--- config.mk ---
export PLATFORM = sky130hd
export DESIGN_NAME = vc_credit_tracker
export DESIGN_NICKNAME = d
export VERILOG_FILES = /design/src/rtl/vct_pkg.sv /design/src/rtl/vct_free_pick.sv /design/src/rtl/vct_vc_slot.sv /design/src/rtl/vc_credit_tracker.sv
export SDC_FILE = /design/constraint.sdc
export NUM_CORES = 1
export LEC_CHECK = 0
export BUFFER_PORTS_ARGS = -buffer_cell sky130_fd_sc_hd__buf_2
export CAP_MARGIN = 20
export CORE_ASPECT_RATIO = 0.5
export CORE_UTILIZATION = 56
export CTS_CLUSTER_SIZE = 10
export DETAILED_ROUTE_END_ITERATION = 10
export HOLD_SLACK_MARGIN = 0.03
export PLACE_DENSITY = 0.8
export SLEW_MARGIN = 25
export SYNTH_ARGS = -nofsm -noshare
export SYNTH_HDL_FRONTEND = slang
export SYNTH_SLANG_ARGS = --single-unit
--- constraint.sdc ---
create_clock -name clk -period 1.75 [get_ports clk]
set_input_delay 0.0875 -clock clk [delete_from_list [all_inputs] [get_ports clk]]
set_output_delay 0.0875 -clock clk [all_outputs]
set_load 0.02 [all_outputs]
--- src/rtl/vct_pkg.sv ---
package vct_pkg;
  // Width helper: at least one bit for an index into n items.
  function automatic int unsigned idx_w(input int unsigned n);
    return (n > 1) ? $clog2(n) : 1;
  endfunction

  // Credit counter update request, decoded from the two strobes.
  typedef enum logic [1:0] {
    CR_HOLD = 2'b00,
    CR_DEC  = 2'b01,
    CR_INC  = 2'b10,
    CR_BOTH = 2'b11
  } cr_op_e;
endpackage

--- src/rtl/vct_free_pick.sv ---
// Lowest-index-first search over the idle flags of one vnet.
module vct_free_pick #(
  parameter int unsigned K   = 2,
  parameter int unsigned K_W = 1
) (
  input  logic [K-1:0]   idle,
  output logic           any,
  output logic [K_W-1:0] pick
);
  always_comb begin
    any  = 1'b0;
    pick = '0;
    for (int i = K - 1; i >= 0; i--) begin
      if (idle[i]) begin
        any  = 1'b1;
        pick = K_W'(i);
      end
    end
  end
endmodule

--- src/rtl/vct_vc_slot.sv ---
// State of one downstream VC: held flag and credit counter.
module vct_vc_slot
  import vct_pkg::*;
#(
  parameter int unsigned BUF_DEPTH = 4,
  parameter int unsigned CNT_W     = 3
) (
  input  logic clk,
  input  logic rst_n,
  input  logic take,
  input  logic release_vc,
  input  logic dec,
  input  logic inc,
  output logic busy,
  output logic has_credit,
  output logic under,
  output logic over
);
  localparam logic [CNT_W-1:0] FULL = CNT_W'(BUF_DEPTH);

  logic [CNT_W-1:0] cnt_q, cnt_d;
  logic             busy_q, busy_d;
  logic             en;
  cr_op_e           op;

  assign op = cr_op_e'({inc, dec});

  always_comb begin
    cnt_d = cnt_q;
    under = 1'b0;
    over  = 1'b0;
    unique case (op)
      CR_INC: begin
        if (cnt_q == FULL) over = 1'b1;
        else               cnt_d = cnt_q + 1'b1;
      end
      CR_DEC: begin
        if (cnt_q == '0) under = 1'b1;
        else             cnt_d = cnt_q - 1'b1;
      end
      default: cnt_d = cnt_q;
    endcase
  end

  always_comb begin
    busy_d = busy_q;
    if (release_vc) busy_d = 1'b0;
    if (take)       busy_d = 1'b1;
  end

  assign en = take | release_vc | inc | dec;

  always_ff @(posedge clk or negedge rst_n) begin
    if (!rst_n) begin
      cnt_q  <= FULL;
      busy_q <= 1'b0;
    end else if (en) begin
      cnt_q  <= cnt_d;
      busy_q <= busy_d;
    end
  end

  assign busy       = busy_q;
  assign has_credit = (cnt_q != '0);
endmodule

--- src/rtl/vc_credit_tracker.sv ---
module vc_credit_tracker
  import vct_pkg::*;
#(
  parameter int unsigned NUM_VNETS    = 3,
  parameter int unsigned VCS_PER_VNET = 2,
  parameter int unsigned BUF_DEPTH    = 4,
  localparam int unsigned NUM_VCS = NUM_VNETS * VCS_PER_VNET,
  localparam int unsigned VNET_W  = idx_w(NUM_VNETS),
  localparam int unsigned VC_W    = idx_w(NUM_VCS)
) (
  input  logic                 clk,
  input  logic                 rst_n,
  input  logic                 alloc_req,
  input  logic [VNET_W-1:0]    alloc_vnet,
  output logic                 alloc_gnt,
  output logic [VC_W-1:0]      alloc_vc,
  output logic [NUM_VNETS-1:0] vnet_has_free,
  input  logic                 sw_grant,
  input  logic [VC_W-1:0]      sw_grant_vc,
  input  logic                 cr_valid,
  input  logic [VC_W-1:0]      cr_vc,
  input  logic                 cr_free,
  output logic [NUM_VCS-1:0]   vc_has_credit,
  output logic [NUM_VCS-1:0]   vc_busy,
  output logic                 credit_err
);
  localparam int unsigned K_W   = idx_w(VCS_PER_VNET);
  localparam int unsigned CNT_W = $clog2(BUF_DEPTH + 1);

  logic [K_W-1:0]     pick [NUM_VNETS];
  logic [NUM_VCS-1:0] under_v, over_v;
  logic               err_d, err_q;

  // One priority search per vnet partition.
  for (genvar n = 0; n < NUM_VNETS; n++) begin : g_vnet
    vct_free_pick #(.K(VCS_PER_VNET), .K_W(K_W)) u_pick (
      .idle (~vc_busy[n*VCS_PER_VNET +: VCS_PER_VNET]),
      .any  (vnet_has_free[n]),
      .pick (pick[n])
    );
  end

  // Route the requested vnet's answer to the allocation outputs.
  always_comb begin
    alloc_gnt = 1'b0;
    alloc_vc  = '0;
    for (int n = 0; n < NUM_VNETS; n++) begin
      if (alloc_vnet == VNET_W'(n)) begin
        alloc_gnt = alloc_req & vnet_has_free[n];
        alloc_vc  = VC_W'(n * VCS_PER_VNET) + VC_W'(pick[n]);
      end
    end
  end

  for (genvar v = 0; v < NUM_VCS; v++) begin : g_vc
    logic take_v, rel_v, dec_v, inc_v;
    assign take_v = alloc_gnt & (alloc_vc == VC_W'(v));
    assign inc_v  = cr_valid & (cr_vc == VC_W'(v));
    assign rel_v  = inc_v & cr_free;
    assign dec_v  = sw_grant & (sw_grant_vc == VC_W'(v));

    vct_vc_slot #(.BUF_DEPTH(BUF_DEPTH), .CNT_W(CNT_W)) u_slot (
      .clk        (clk),
      .rst_n      (rst_n),
      .take       (take_v),
      .release_vc (rel_v),
      .dec        (dec_v),
      .inc        (inc_v),
      .busy       (vc_busy[v]),
      .has_credit (vc_has_credit[v]),
      .under      (under_v[v]),
      .over       (over_v[v])
    );
  end

  assign err_d = |(under_v | over_v);

  always_ff @(posedge clk or negedge rst_n) begin
    if (!rst_n) err_q <= 1'b0;
    else        err_q <= err_d;
  end

  assign credit_err = err_q;
endmodule

==> metrics.md <==
| Metric | Value |
|---|---|
| Post-synthesis cell area | 1930 sq um |
| Die H | 43.5 um |
| Sequential area share after synthesis | 0.328 |
| Top FF cell, synth | dfrtp_1 |
| Clock sinks | 25 |
| PnR worst setup slack | 0.156 ns |
| Initial antenna violation count | 0 |
| Syn Area/Cell | 9.89 sq um |
| Distinct cells, synth | 32 |
| Unrepaired setup endpoints after global routing | no |
| Post-synthesis mux area share | 0.0779 |
| Die Area | 3700 sq um |
| YS warnings | 0 |
| Global-route usage over all layers | 0.228 |
| WHS Path Cells | 2 |
| Required @ worst endpoint | 1.96 ns |
| Post-DP HPWL | 2.97 mm |
| Compound-Gate Fraction of Synth Area | 0.119 |
| Min-Delay Path Class | input port to flop |
| Antenna cells | 0 |
| IO Count | 34 |
| Simple-gate portion of the synthesized area | 0.134 |
| Setup violators final | 0 |
| Core area | 3140 sq um |
| Area post-placement | 2090 sq um |
| # nets final | 259 |
| TritonCTS clock tree | yes |
| Post-CTS setup buffers | 0 |
| CP endpoint kind | flop |
| Tcrit/Tclk final | 0.911 |
| IO buf count | 33 |
| Largest family of logic cells by synthesized area | adder cells |
| FF-to-FF path depth | 5 |
| Gr ovfl total | 0 |
| Layout cells sized above 1 | 0.323 |
| Worst-case clock buffer depth | 2 |
| Syn Nets | 227 |
| Critical path class | input port to flop |
| Critical path's largest stage delay | 0.45 ns |
| Area Overhead vs Synth | 11.4% |
| First-pass GRT wire length | 6.41 mm |
| Post-Synthesis Cells | 195 |
| Yosys reg bits | 25 |
| # DRC | 0 |
| Root Buffer Master | clkbuf_8 |
| Startpoint types | input port |
| Tmin final | 1.59 ns |
| Final Cell Area | 2150 sq um |
| Fmax | 627 MHz |
| Critical path fanouts, max | 4 |
| Max-cap violation count | 0 |
| Sum Neg Setup Slack | 0 ns |
| Worst hold start | cr_free |
| CTS Buf Count | 3 |
| Hold Fails Final Rpt | 0 |
| Largest net degree at the start of global routing | 26 |
| R2r setup slk | 0.20 ns |
| Leak | 1.01 nW |
| Post-synth EDFFs | 0 |
| Vias in the first global route | 1428 |
| Asr flop ratio synth | 1.00 |
| Adder-cell share of the synthesized area | 0.140 |
| Endpoint, Worst Hold | g_vc[5].u_slot.busy |
| Slowest cell on the critical path | fa_1 |
| Num rows | 14 |
| DR pass1 iterations | 6 |
| Final WL | 3.70 mm |
| Relative slew slack | 0.613 |
| Crit-path cells | buf_2 -> nor2b_1 -> nor2b_1 -> ha_1 -> inv_1 -> fa_1 -> xor2_1 -> a211oi_2 -> xor2_1 |
| Dpl ws | -0.139 ns |
| Tightest Pin Transition | 0.580 ns |
| Vias | 1380 |
| Worst vdd ir | 0.568 mV |
| Count of pins over their slew limit | 0 |
| Width of the chip | 85.0 um |
| RD Place Congestion | 0.794 |
| Drt initial violations | 53 |
| Clock skew | 0.00388 ns |
| Reg clk slew, reported paths | 0.09 ns |
| Worst EP arrival | 1.80 ns |
| Outcome | complete, no violations |
| Synth Area in XOR/XNOR | 0.0818 |
| Drt via density | 5.19 |
| R2R Path End | g_vc[3].u_slot.cnt_q[2] |
| WL per Instance | 13.9 um |
| Starting Density | 0.615 |
| RR Startpoint | g_vc[3].u_slot.cnt_q[0] |
| Post-route ant nets | 0 |
| Worst-skew pair later-pin latency | 0.27 ns |
| Htree depth | 1 |
| Cell Pwr Density | 1240 nW/um^2 |
==> layout by cell type (no fill, tap or decap), drive strengths merged <==
master and instances:
a21oi 9, dlygate4sd3 1, mux2i 6, inv 31, dfrtp 19, a22oi 3, a31oi 8, and2b 1
mux2 6, nand3 5, dfstp 6, nor3 1, xor2 12, nor2 11, nand3b 3, a211oi 6
or3 6, and2 2, clkbuf 4, and3 1, fa 6, ha 12, and3b 1, a32oi 1
buf 41, nor3b 2, nand2 7, or2 1, nor2b 7, xnor2 6, o21ai 1
==> final cells by class <==
cell class	instances	area, sq um
Tap cell	40	50.0
Sequential cell	25	633
Multi-Input combinational cell	124	1070
Clock buffer	4	45.0
Inverter	31	116
Timing Repair Buffer	42	235
Fill cell	260	987
==> worst max-delay path by stage <==
stage | slack [ns] | depth (start not counted) | endpoint | from
final | 0.16 | 9 | g_vc[5].u_slot.cnt_q[2] | sw_grant_vc[0]
after floorplan | 0.11 | 8 | g_vc[5].u_slot.cnt_q[2] | sw_grant_vc[0]
after global placement | -0.09 | 9 | g_vc[4].u_slot.cnt_q[2] | sw_grant_vc[0]
after detailed placement | -0.14 | 9 | g_vc[5].u_slot.cnt_q[2] | sw_grant_vc[0]
after global routing | 0.01 | 9 | g_vc[5].u_slot.cnt_q[2] | sw_grant_vc[0]
after CTS | 0.13 | 10 | g_vc[2].u_slot.cnt_q[2] | sw_grant_vc[2]
==> worst max-delay path, delay by kind of cell <==
kind | cells | cell delay, ns
xor gates and xnor gates | 2 | 0.33
AOI/OAI and AO/OA | 1 | 0.21
buffers and inverters | 2 | 0.18
adders and majority gates | 2 | 0.65
and+or+nand+nor | 2 | 0.35
==> what timing repair did <==
item	CTS	global route
resized for setup	0	1
hold endpoints to repair	19	0
setup endpoints to repair	0	1
hold buffers	1	0
==> sequential cells by signal (all words and copies together), names as in the netlist <==
| signal | flops |
|---|---|
| g_vc.u_slot.cnt_q | 18 |
| g_vc.u_slot.busy | 6 |
| credit_err | 1 |
==> synth_stat cells, drive strengths merged (3+ instances only) <==
cell / n / area share
ha: 12 / 0.078
or3: 6 / 0.020
nand2: 7 / 0.014
buf: 15 / 0.058
inv: 31 / 0.060
nor2: 11 / 0.021
fa: 6 / 0.062
mux2: 6 / 0.047
a31oi: 8 / 0.026
xnor2: 6 / 0.027
a21oi: 9 / 0.035
nor2b: 7 / 0.023
xor2: 12 / 0.055
nand3: 5 / 0.013
dfrtp: 19 / 0.25
a211oi: 6 / 0.039
dfstp: 6 / 0.082
mux2i: 6 / 0.031
a22oi: 3 / 0.012
nand3b: 3 / 0.012
==> per-stage QoR <==
step | utilization | hold WS, ns | power [mW] | cells
global route | 0.685 | 0.0951 | 2.89 | 266
global placement | 0.667 | 0.108 | 2.25 | 261
detailed placement | 0.667 | 0.118 | 2.33 | 261
CTS | 0.684 | 0.0880 | 2.69 | 266
finish | 0.685 | 0.0892 | 2.67 | 266
floorplan | - | -0.208 | 2.11 | 195
==> cell families after synthesis <==
| kind of cell | after synthesis |
|---|---|
| AOI/OAI and AO/OA | 28 |
| xor gates and xnor gates | 18 |
| adders and majority gates | 18 |
| buffers and inverters | 46 |
| DFF | 25 |
| muxes | 12 |
| and+or+nand+nor | 48 |
==> where the power goes <==
part,internal (mW),switching [mW]
Clock,0.163,0.190
Sequential,0.880,0.230
Combinational,0.500,0.705
==> per-layer routing <==
layer,vias up,GRT usage,part of all wire,routed length [um]
met3,4,0.0533,0.029,108
met5,-,0,0,0
li1,691,-,-,-
met2,25,0.405,0.47,1730
met4,0,0.0576,0.011,39
met1,660,0.287,0.49,1830
No activity file was read; power rests on OpenSTA's default activity.
